`config.mk`:
```
export PLATFORM = sky130hd
export DESIGN_NAME = wide_add_seq
export DESIGN_NICKNAME = d
export VERILOG_FILES = /design/src/rtl/wide_add_seq_pkg.sv /design/src/rtl/wide_add_seq_ctrl.sv /design/src/rtl/wide_add_seq_dp.sv /design/src/rtl/wide_add_seq.sv
export SDC_FILE = /design/constraint.sdc
export NUM_CORES = 1
export LEC_CHECK = 0
export ABC_CLOCK_PERIOD_IN_PS = 2700
export BUFFER_PORTS_ARGS = -buffer_cell sky130_fd_sc_hd__buf_2
export CORE_MARGIN = 5
export CORE_UTILIZATION = 37
export CTS_CLUSTER_SIZE = 28
export DETAILED_ROUTE_END_ITERATION = 10
export GPL_ROUTABILITY_DRIVEN = 0
export PLACE_DENSITY = 0.65
export SYNTH_ARGS = -nofsm -noshare
export SYNTH_HDL_FRONTEND = slang
export SYNTH_SLANG_ARGS = --single-unit
```
`constraint.sdc`:
```
create_clock -name clk -period 2.7 [get_ports clk]
set_input_delay 0.675 -clock clk [delete_from_list [all_inputs] [get_ports clk]]
set_output_delay 0.675 -clock clk [all_outputs]
set_load 0.02 [all_outputs]
```
`src/rtl/wide_add_seq_pkg.sv`:
```
package wide_add_seq_pkg;

  typedef enum logic [2:0] {
    stIdle,
    stLoadLo,
    stAddLo,
    stLoadHi,
    stAddHi,
    stCopyHi,
    stAddCy,
    stFlags
  } seqState_t;

  // One strobe per micro step; at most one is high in any cycle.
  typedef struct packed {
    logic latchOps;
    logic loadLo;
    logic addLo;
    logic loadHi;
    logic addHi;
    logic copyHi;
    logic addCy;
    logic finish;
  } seqStrobes_t;

endpackage

```
`src/rtl/wide_add_seq_ctrl.sv`:
```
module wide_add_seq_ctrl
  import wide_add_seq_pkg::*;
(
  input  logic        clk,
  input  logic        rst,
  input  logic        start,
  output seqStrobes_t strobes
);

  seqState_t stateQ, stateD;

  always_comb begin
    stateD = stateQ;
    unique case (stateQ)
      stIdle:   if (start) stateD = stLoadLo;
      stLoadLo: stateD = stAddLo;
      stAddLo:  stateD = stLoadHi;
      stLoadHi: stateD = stAddHi;
      stAddHi:  stateD = stCopyHi;
      stCopyHi: stateD = stAddCy;
      stAddCy:  stateD = stFlags;
      stFlags:  stateD = stIdle;
      default:  stateD = stIdle;
    endcase
  end

  always_ff @(posedge clk) begin
    if (rst) stateQ <= stIdle;
    else     stateQ <= stateD;
  end

  always_comb begin
    strobes          = '0;
    strobes.latchOps = (stateQ == stIdle) && start;
    strobes.loadLo   = (stateQ == stLoadLo);
    strobes.addLo    = (stateQ == stAddLo);
    strobes.loadHi   = (stateQ == stLoadHi);
    strobes.addHi    = (stateQ == stAddHi);
    strobes.copyHi   = (stateQ == stCopyHi);
    strobes.addCy    = (stateQ == stAddCy);
    strobes.finish   = (stateQ == stFlags);
  end

endmodule

```
`src/rtl/wide_add_seq_dp.sv`:
```
module wide_add_seq_dp
  import wide_add_seq_pkg::*;
#(
  parameter int HALF_W = 16,
  localparam int FULL_W = 2 * HALF_W
) (
  input  logic              clk,
  input  logic              rst,
  input  seqStrobes_t       strobes,
  input  logic [FULL_W-1:0] addendA,
  input  logic [FULL_W-1:0] addendB,
  output logic [FULL_W-1:0] sum,
  output logic              done,
  output logic              carryFlag,
  output logic              overflowFlag,
  output logic              zeroFlag,
  output logic              negFlag
);

  logic [FULL_W-1:0] opA, opB;
  logic [HALF_W-1:0] scr0, scr1, scr2, scr3;   // high result, low result, adder inputs
  logic              keptCarry, hiCarry1, hiCarry2;

  // The one shared half-width adder.
  logic [HALF_W-1:0] adderY, adderRes;
  logic              adderCout;

  always_comb begin
    adderY = strobes.addCy ? {{(HALF_W-1){1'b0}}, keptCarry} : scr3;
    {adderCout, adderRes} = {1'b0, scr2} + {1'b0, adderY};
  end

  always_ff @(posedge clk) begin
    if (rst) begin
      opA       <= '0;
      opB       <= '0;
      scr0      <= '0;
      scr1      <= '0;
      scr2      <= '0;
      scr3      <= '0;
      keptCarry <= 1'b0;
      hiCarry1  <= 1'b0;
      hiCarry2  <= 1'b0;
    end else begin
      if (strobes.latchOps) begin
        opA <= addendA;
        opB <= addendB;
      end
      if (strobes.loadLo) begin
        scr2 <= opA[HALF_W-1:0];
        scr3 <= opB[HALF_W-1:0];
      end
      if (strobes.addLo) begin
        scr1      <= adderRes;
        keptCarry <= adderCout;
      end
      if (strobes.loadHi) begin
        scr2 <= opA[FULL_W-1:HALF_W];
        scr3 <= opB[FULL_W-1:HALF_W];
      end
      if (strobes.addHi) begin
        scr0     <= adderRes;
        hiCarry1 <= adderCout;
      end
      if (strobes.copyHi) scr2 <= scr0;
      if (strobes.addCy) begin
        scr0     <= adderRes;
        hiCarry2 <= adderCout;
      end
    end
  end

  always_ff @(posedge clk) begin
    if (rst) begin
      sum          <= '0;
      done         <= 1'b0;
      carryFlag    <= 1'b0;
      overflowFlag <= 1'b0;
      zeroFlag     <= 1'b0;
      negFlag      <= 1'b0;
    end else begin
      done <= strobes.finish;
      if (strobes.finish) begin
        sum          <= {scr0, scr1};
        carryFlag    <= hiCarry1 | hiCarry2;
        overflowFlag <= (opA[FULL_W-1] == opB[FULL_W-1]) && (scr0[HALF_W-1] != opA[FULL_W-1]);
        zeroFlag     <= ({scr0, scr1} == '0);
        negFlag      <= scr0[HALF_W-1];
      end
    end
  end

endmodule

```
`src/rtl/wide_add_seq.sv`:
```
module wide_add_seq
  import wide_add_seq_pkg::*;
#(
  parameter int HALF_W = 16,
  localparam int FULL_W = 2 * HALF_W
) (
  input  logic              clk,
  input  logic              rst,
  input  logic              start,
  input  logic [FULL_W-1:0] addendA,
  input  logic [FULL_W-1:0] addendB,
  output logic [FULL_W-1:0] sum,
  output logic              done,
  output logic              carryFlag,
  output logic              overflowFlag,
  output logic              zeroFlag,
  output logic              negFlag
);

  seqStrobes_t strobes;

  wide_add_seq_ctrl u_ctrl (
    .clk     (clk),
    .rst     (rst),
    .start   (start),
    .strobes (strobes)
  );

  wide_add_seq_dp #(.HALF_W(HALF_W)) u_dp (
    .clk          (clk),
    .rst          (rst),
    .strobes      (strobes),
    .addendA      (addendA),
    .addendB      (addendB),
    .sum          (sum),
    .done         (done),
    .carryFlag    (carryFlag),
    .overflowFlag (overflowFlag),
    .zeroFlag     (zeroFlag),
    .negFlag      (negFlag)
  );

endmodule

```
# Word level (Yosys, flattened, before mapping)
# Cells that the tools add are included.
word_totals:
  ff_bits: 171
  in_bits: 67
  output_inout_bits: 37
  wordCells: 45
op_classes:
  n_eq_ne: 10
  n_mux: 10
  n_reduce_logical: 7
  bitwise: 1
  add_sub_neg: 1
op_table:
  columns: ["op", "n"]
  rows:
  - ["16-bit two-way mux", 8]
  - ["32-bit zero test", 1]
  - ["3-bit one-hot mux with 8 select lines", 1]
  - ["16-bit by 16-bit adder with 17-bit output", 1]
  - ["3-bit equality test, second input constant", 4]
  - ["3-bit by 2-bit equality test with 1-bit output, second input constant", 2]
  - ["2-bit nonzero test", 2]
  - ["3-bit by 1-bit equality test with 1-bit output, second input constant", 1]
  - ["3-bit zero test", 1]
  - ["3-bit two-way mux", 1]
  - ["3-bit nonzero test", 1]
  - ["1-bit logical AND", 2]
  - ["2-bit != test, second input constant", 1]
  - ["1-bit equality test", 1]
  - ["1-bit != test", 1]
  - ["1-bit bitwise OR", 1]

# Longest topological paths before layout
# Gate-level depths: netlist (run 1).
logic_depth:
  word_depth: 5
  ltp_mapped: 13
  ltp_nobuf: 10

# By module
# A second synthesis (run 1) with hierarchy kept.
hier_totals:
  cells_unflattened: 845
  area_unflattened_um2: 7613.6
modules_own_cells:
  columns: ["module", "area_per_inst_um2", "seq_area_each_um2", "instances", "cells_each"]
  rows:
  - ["wide_add_seq_dp", 7397.1, 3343.2, 1, 823]
  - ["wide_add_seq_ctrl", 216.5, 60.1, 1, 22]

# Worst setup path after synthesis (run 1)
# Ideal clock, no wire load.
synth_timing:
  kind: "flip-flop to flip-flop"
  startpoint: "reg u_ctrl.stateQ[1]"
  endpoint: "reg u_dp.scr0[8]"
  period_less_slack_ns: 2.920
  slack_ns: -0.220
  setup_ns: 0.087
  arrival_time_ns: 2.833
  t_required_ns: 2.613
  path_buffers: 1
  stages_incl_launch_ff: 11
  path_cell_list: "dfxtp_1 > clkbuf_1 > nand2_1 > mux2_2 > ha_1 > fa_1 > a21o_2 > a221oi_1 > o21ai_0 > xnor2_1 > o31ai_1"
synth_via:
  elab_chain_cells: 5
  elab_cells_between_ends: 7
  classes_between: "add/sub: 1; eq/ne: 2; mux: 3; reduce/logical: 1"
synth_rtl:
  columns: ["element", "line", "text"]
  rows:
  - ["from (decl)", "wide_add_seq_ctrl.sv:10", "seqState_t stateQ, stateD;"]
  - ["from (signal assigned)", "wide_add_seq_ctrl.sv:28", "if (rst) stateQ <= stIdle;"]
  - ["from (signal assigned)", "wide_add_seq_ctrl.sv:29", "else stateQ <= stateD;"]
  - ["3-bit equality test", "wide_add_seq_ctrl.sv:40", "strobes.addCy = (stateQ == stAddCy);"]
  - ["16-bit two-way mux", "wide_add_seq_dp.sv:29", "adderY = strobes.addCy ? {{(HALF_W-1){1'b0}}, keptCarry} : scr3;"]
  - ["16-bit by 16-bit adder with 17-bit output", "wide_add_seq_dp.sv:30", "{adderCout, adderRes} = {1'b0, scr2} + {1'b0, adderY};"]
  - ["16-bit two-way mux", "wide_add_seq_dp.sv:61", "if (strobes.addHi) begin"]
  - ["16-bit two-way mux", "wide_add_seq_dp.sv:66", "if (strobes.addCy) begin"]
  - ["to (signal assigned)", "wide_add_seq_dp.sv:62", "scr0 <= adderRes;"]
  - ["to (signal assigned)", "wide_add_seq_dp.sv:67", "scr0 <= adderRes;"]
  - ["to (decl)", "wide_add_seq_dp.sv:21", "logic [HALF_W-1:0] scr0, scr1, scr2, scr3;"]
# Several ways; a longest one is shown, not always the timed one. The select of a mux whose other input is x is not followed.
# A chain may end at the register's enable or synchronous reset.

# Worst setup path after layout (run 1)
layout_timing:
  startpoint: "reg u_ctrl.stateQ[2]"
  endpoint: "reg u_dp.scr1[14]"
layout_via:
  elab_chain_cells: 3
  elab_cells_between_ends: 4
  classes_between: "add/sub: 1; eq/ne: 2; mux: 1"
layout_rtl:
  columns: ["element", "line", "text"]
  rows:
  - ["3-bit equality test", "wide_add_seq_ctrl.sv:40", null]
  - ["16-bit two-way mux", "wide_add_seq_dp.sv:29", null]
  - ["16-bit by 16-bit adder with 17-bit output", "wide_add_seq_dp.sv:30", null]
  - ["to (signal assigned)", "wide_add_seq_dp.sv:54", "scr1 <= adderRes;"]
  - ["to (decl)", "wide_add_seq_dp.sv:21", null]
# Several ways; a longest one is shown, not always the timed one.

==> results.md, run 1 <==
* Yosys top cell area share at 45.48%
* Maxcap violations at 0
* Post-synth EDFFs at 0
* Setup CP Type: flip-flop to flip-flop
* Vias in the first global route at 5986
* Num rows at 52
* Sw power at 1.750 mW
* CP Buf/Inv Count at 1
* # IOs at 104
* Startpoint types: flip-flop
* Ys Warns at 0
* Via count at 6428
* 1st-iter DRT viols at 553
* Sequential share of power at 44.0%
* LEAKAGE at 3.572 nW
* Sequential-to-total area share from yosys stat at 45.48%
* Clock share of power at 39.3%
* Finish-stage setup viols at 0
* Int Power at 4.547 mW
* Final #Nets at 1046
* CTS root buffer: clkbuf_16
* Mapped Area at 7482 um^2
* Clock Pin Slew Worst Setup and Hold Paths at 0.07 ns
* First-pass GRT wire length at 31270 um
* Initial antenna violation count at 0
* Crit. End Element: flip-flop
* Inst Count DP at 1212
* Die height at 152.2 um
* Sw frac at 27.79%
* WP data required at 3.06 ns
* Actual slew at the worst max-slew pin at 1.269 ns
* Asr flop ratio synth at 0%
* Final Cycle Share at 97.64%
* Final hold vios at 0
* Crit. path cell count at 11
* Via-per-instance ratio at 5.163
* GRT overflow at 0
* Area of the multi-input gates at 3938 um^2
* Largest net degree at the start of global routing at 100
* Worst-path cell chain: nor2b_4, nand2_1, mux2_4, ha_4, fa_2, a21o_4, a22oi_2, o31ai_4, buf_4, o31a_1, a21oi_1
* Starting Density at 37.22%
* Die area at 23170 um^2
* Critical path's top delay family: compound AO/OA/AOI/OAI gates
* Number of buffers created by CTS at 17
* Final WL at 19480 um
* Hold depth at 2
* Detailed-placement wirelength estimate at 13760 um
* Setup Skew at 0.006863 ns
* Final std cells w/o fill at 1245
* Worst Path Arrival at 3.00 ns
* Syn avg cell area at 8.502 um^2
* Power Dens Cells at 693.5 nW/um^2
* Syn_nets at 964
* CTS H-tree lvls at 4
* Worst slew margin at 15.20%
* Largest fanout on the critical path at 7
* Peak supply drop at 0.0005488 V
* Detail Route Antenna Nets at 0
* Post-synth top area cell: dfxtp_1
* Fmax at 379.3 MHz
* GRT Total Usage at 16.46%
* Max clock buf depth at 2
* Post-CTS Hold Buffers at 0
* Hold Crit Class: flip-flop to flip-flop
* ANT cells at 0
* Worst reg2reg path depth at 11
* Clock sink total at 170
* Share of cells above drive strength 1 at 22.26%
* Core Region at 20100 um^2
* P&R area growth vs syn at 21.35%
* Max-slew violations at 0
* Crit-path slowest cell: fa_2
* #FFs+latches synth at 170
* Die X at 152.2 um
* Syn Inst Count at 880
* Logic pwr share at 16.6%
* Slowest Stage Delay on Critical Path at 0.36 ns
* TritonCTS clock tree: built
* # DRC at 0
* Power after layout at 6.297 mW
* WL per Instance at 15.65 um
* Synth cell types at 66
* Min Tclk post-route at 2.636 ns
* Clock latency on the worst-skew pair at 0.42 ns
* FILL cells at 1957
* Primary FF master, synth: dfxtp_1
* Sequential standard cell area at 3405 um^2
* Count of buffers from port buffering at 103
* Drt pass-1 iters at 5
* Top cells by area, synth: dfxtp_1, nand2_1, a21oi_1
* Status: finished, final reports clean
* RSZ-0062 raised after global routing: true
cell type report:
class	count	area share (%)
Tap cell	270	3.721
Timing Repair Buffer	135	8.626
Inverter	4	0.1654
Clock buffer	19	4.768
Clock inverter	13	1.860
Sequential cell	170	37.49
Multi-Input combinational cell	634	43.37
final timing paths:
path	startpoint	endpoint	slack, ns
worst min register to register	u_dp.opB[19]	u_dp.opB[19]	0.45
worst min-delay path	u_dp.opB[19]	u_dp.opB[19]	0.45
worst max-delay path	u_ctrl.stateQ[2]	u_dp.scr1[14]	0.06
worst max register to register	u_ctrl.stateQ[2]	u_dp.scr1[14]	0.06
routing by layer:
metal / track usage, % / part of all wire (%) / vias up
met1: 24.00 / 49 / 2896
met5: 0 / 0 / -
met3: 3.777 / 6.9 / 27
met2: 24.01 / 42 / 225
met4: 5.522 / 2.1 / 0
li1: - / - / 3280
state kept, by name (all words and copies together), names as in the netlist:
signal / flops
u_dp.overflowFlag: 1
u_dp.opB: 32
u_dp.opA: 32
u_dp.zeroFlag: 1
u_dp.keptCarry: 1
u_dp.scr2: 16
u_dp.carryFlag: 1
u_dp.hiCarry1: 1
u_dp.scr1: 16
u_dp.scr3: 16
u_dp.negFlag: 1
u_dp.sum: 31
u_dp.scr0: 16
u_ctrl.stateQ: 3
u_dp.done: 1
u_dp.hiCarry2: 1
cell usage after synthesis, types with 4 or more instances:
cell / count
nand2_1: 184
dfxtp_1: 170
a21oi_1: 86
nor2_1: 66
clkbuf_1: 40
a211oi_1: 35
a22o_1: 34
o21ai_0: 27
mux2i_1: 21
buf_2: 20
and2_1: 18
nand3_1: 18
mux2_2: 17
ha_1: 16
buf_1: 10
nor4_1: 9
nand4_1: 8
nor3_1: 8
a21o_1: 6
xnor2_1: 6
o31ai_1: 5
and3_1: 4
inv_1: 4
o21a_1: 4
power groups by stage:
stage / Sequential (mW) / Clock, mW / Combinational, mW
floorplan: 2.78 / 0 / 0.721
global placement: 2.82 / 0 / 0.991
detailed placement: 2.83 / 0 / 0.998
CTS: 2.77 / 2.53 / 1.00
global route: 2.79 / 2.64 / 1.16
finish: 2.77 / 2.48 / 1.05
cells by family after synthesis:
family / count (synthesis) / share of synthesized area (%)
and+or+nand+nor: 331 / 19.13
AOI/OAI and AO/OA: 241 / 22.04
DFF: 170 / 45.48
buffers and inverters: 76 / 4.214
muxes: 38 / 5.368
adders and majority gates: 17 / 2.943
xor gates and xnor gates: 7 / 0.8194
placed cells by master, fill, tap and decap left out, types with 3 or more instances in the layout:
cell type / instances
o21a_1: 4
nor4_1: 9
o21ai_1: 4
a22o_1: 34
nand2_1: 183
mux2i_1: 21
ha_1: 9
dfxtp_1: 169
xnor2_1: 6
a21o_1: 5
mux2_2: 16
nand2b_1: 3
a211oi_1: 35
a2111o_1: 3
nor3_1: 8
ha_4: 4
bufinv_16: 3
o31ai_1: 5
clkbuf_16: 17
a21oi_1: 82
buf_4: 31
buf_2: 102
nand4_1: 8
nor2_1: 65
inv_1: 4
and2_1: 19
o311ai_1: 4
and3_1: 3
a21oi_2: 6
ha_2: 3
nand3_1: 18
clkinvlp_4: 3
a311oi_1: 3
o21ai_0: 24
stage by stage:
stage / hold WS, ns / utilization [%] / instance area [um^2] / TNS, ns / setup WS [ns]
floorplan: 0.4329 / - / 7492 / 0 / 0.03930
global placement: 0.4391 / 41.42 / 8327 / 0 / 0.07380
detailed placement: 0.4444 / 41.42 / 8327 / -0.003416 / -0.002118
CTS: 0.4552 / 44.49 / 8945 / -0.001835 / -0.001835
global route: 0.4631 / 45.16 / 9080 / -0.1102 / -0.02991
finish: 0.4538 / 45.16 / 9080 / 0 / 0.06384
tightest hold or removal path: cells and delay by family (launching register included):
family / cells / cell delay [ns]
flip-flops: 1 / 0.31
AND/OR/NAND/NOR: 1 / 0.05
AO/OA/AOI/OAI: 1 / 0.05
repair_timing:
item                                    in CTS  in global routing
endpoints found under the setup margin       5                 19
setup buffers                                0                  1
gates resized for setup                      3                 28
pin swaps                                    0                 12
No activity file was read; power rests on OpenSTA's default activity.
==> run 2: changes to the inputs <==
ABC_CLOCK_PERIOD_IN_PS = 3300   (was 2700)
CTS_CLUSTER_SIZE = 20   (was 28)
PLACE_DENSITY = 0.62   (was 0.65)
SKIP_LAST_GASP = 1   (was not set)
clock period = 3.3 ns   (was 2.7 ns; I/O delays follow)
==> run 2 against run 1 <==
Fmax shrank 11%; combinational power shrank 26%; non-clock buffer count is 16 lower.
==> results.md, run 2 (synthesized netlist as in run 1, its figures left out) <==
* CP Buf/Inv Count at 0 (was 1)
* GRT overflow at 0 (unchanged)
* Dpl cell area at 8193 um^2 (was 8327 um^2)
* Drt pass-1 iters at 5 (unchanged)
* Hold Crit Class: flip-flop to flip-flop (unchanged)
* Vias in the first global route at 5951 (was 5986)
* Critical path's top delay family: compound AO/OA/AOI/OAI gates (unchanged)
* Clock latency on the worst-skew pair at 0.43 ns (was 0.42 ns)
* # DRC at 0 (unchanged)
* Final #Nets at 1030 (was 1046)
* Clock sink total at 170 (unchanged)
* Setup CP Type: flip-flop to flip-flop (unchanged)
* TritonCTS clock tree: built (unchanged)
* Die X at 152.2 um (unchanged)
* Starting Density at 37.22% (unchanged)
* Clock Pin Slew Worst Setup and Hold Paths at 0.07 ns (about the same)
* Hold depth at 2 (unchanged)
* Post-CTS Hold Buffers at 0 (unchanged)
* Detailed-placement wirelength estimate at 13710 um (was 13760 um)
* Die height at 152.2 um (unchanged)
* 1st-iter DRT viols at 452 (was 553)
* Final hold vios at 0 (unchanged)
* WHS Endpoint: u_dp.carryFlag (was u_dp.opB[19])
* Min Tclk post-route at 2.959 ns (was 2.636 ns)
* Detail Route Antenna Nets at 0 (unchanged)
* Finish-stage setup viols at 0 (unchanged)
* Commonest non-fill, non-tap cell in the layout: nand2_1 (unchanged)
* Setup TNS at 0 ns (unchanged)
* Largest fanout on the critical path at 4 (was 7)
* Setup Buffers After CTS at 0 (unchanged)
* Via-per-instance ratio at 5.153 (was 5.163)
* Maxcap violations at 0 (unchanged)
* LEAKAGE at 3.458 nW (was 3.572 nW)
* Core Util, Final at 43.45% (was 45.16%)
* Final Cycle Share at 89.66% (was 97.64%)
* Worst Path Arrival at 3.30 ns (was 3.00 ns)
* Power after layout at 4.897 mW (was 6.297 mW)
* CTS H-tree lvls at 4 (unchanged)
* Status: finished, final reports clean (unchanged)
* Final worst slack at 0.3411 ns (was 0.06384 ns)
* Largest regs: u_dp.opA (32), u_dp.opB (32), u_dp.sum (31) (unchanged)
* R2R Setup Slk at 0.34 ns (was 0.06 ns)
* # IOs at 104 (unchanged)
* Highest-count cells in the layout ignoring fill and taps: nand2_1, dfxtp_1, buf_2 (unchanged)
* Num rows at 52 (unchanged)
* Min-delay src: u_dp.carryFlag (was u_dp.opB[19])
* Actual slew at the worst max-slew pin at 0.7824 ns (was 1.269 ns)
* RSZ-0062 raised after global routing: false (was true)
* Share of cells above drive strength 1 at 18.87% (was 22.26%)
* Die area at 23170 um^2 (unchanged)
* Final Instance Area at 8736 um^2 (was 9080 um^2)
* Setup WS pre-CTS at 0.3810 ns (was -0.002118 ns)
* Final std cells w/o fill at 1229 (was 1245)
* Final hold slack at 0.4437 ns (was 0.4538 ns)
* Power Dens Cells at 560.5 nW/um^2 (was 693.5 nW/um^2)
* WL per Instance at 15.70 um (was 15.65 um)
* GRT Total Usage at 16.56% (was 16.46%)
* Max clock buf depth at 2 (unchanged)
* Crit. End Element: flip-flop (unchanged)
* Count of buffers from port buffering at 103 (unchanged)
* Worst-path cell chain: nor2b_1, nand2_1, mux2_2, ha_1, fa_1, a21o_2, a221oi_1, o21ai_0, xnor2_1, o31ai_1 (was nor2b_4, nand2_1, mux2_4, ha_4, fa_2, a21o_4, a22oi_2, o31ai_4, buf_4, o31a_1, a21oi_1)
* WP data required at 3.65 ns (was 3.06 ns)
* Crit-path slowest cell: a221oi_1 (was fa_2)
* Worst slew margin at 47.84% (was 15.20%)
* Resized cells post-CTS at 0 (was 3)
* Reg2reg start: u_ctrl.stateQ[2] (unchanged)
* Slowest Stage Delay on Critical Path at 0.59 ns (was 0.36 ns)
* First-pass GRT wire length at 31400 um (was 31270 um)
* Reg-to-reg endpoint: u_dp.scr0[8] (was u_dp.scr1[14])
* Setup Skew at 0.01075 ns (was 0.006863 ns)
* Startpoint types: flip-flop (unchanged)
* Inst Count DP at 1197 (was 1212)
* Via count at 6333 (was 6428)
* FILL cells at 2008 (was 1957)
* Initial antenna violation count at 0 (unchanged)
* Worst reg2reg path depth at 10 (was 11)
* Peak supply drop at 0.0003585 V (was 0.0005488 V)
* CTS root buffer: clkbuf_16 (unchanged)
* P&R area growth vs syn at 16.76% (was 21.35%)
* Number of buffers created by CTS at 17 (unchanged)
* Fmax at 338.0 MHz (was 379.3 MHz)
* Final WL at 19300 um (was 19480 um)
* Max-slew violations at 0 (unchanged)
* ANT cells at 0 (unchanged)
* Core Region at 20100 um^2 (unchanged)
* Largest net degree at the start of global routing at 65 (was 100)
-- run 2: routing by layer --
layer	track usage, %	vias to the layer above	wire, um
met5	0	-	0
met4	5.180	0	276
met3	4.033	16	1038
met2	24.51	165	8213
met1	23.85	2906	9773
li1	-	3246	-
-- run 2: tightest hold or removal path, cell delays in order (launching register included) --
cell and delay, ns:
dfxtp_1 0.31, nand2_1 0.05, nand2_1 0.04
-- run 2: worst max-delay path by stage --
stage / startpoint / to / slack, ns / cells after the start
global placement: u_ctrl.stateQ[2] / u_dp.scr0[8] / 0.42 / 10
floorplan: u_ctrl.stateQ[1] / u_dp.scr0[8] / 0.38 / 10
global route: u_ctrl.stateQ[2] / u_dp.scr0[8] / 0.10 / 10
finish: u_ctrl.stateQ[2] / u_dp.scr0[8] / 0.34 / 10
detailed placement: u_ctrl.stateQ[2] / u_dp.scr0[8] / 0.38 / 10
CTS: u_ctrl.stateQ[2] / u_dp.scr0[8] / 0.36 / 10
-- run 2: final cells by class --
class / count / area, um^2 / share of cell area (%)
Inverter: 4 / 15.01 / 0.1719
Tap cell: 270 / 337.8 / 3.867
Timing Repair Buffer: 119 / 650.6 / 7.448
Clock inverter: 14 / 113.9 / 1.303
Multi-Input combinational cell: 634 / 3785 / 43.33
Sequential cell: 170 / 3405 / 38.97
Clock buffer: 18 / 429.2 / 4.913
-- run 2: where the power goes --
part           total, mW  switching [mW]  internal, mW
Sequential          2.26          0.0838          2.18
Clock               1.85           0.874         0.979
Combinational      0.779           0.490         0.290
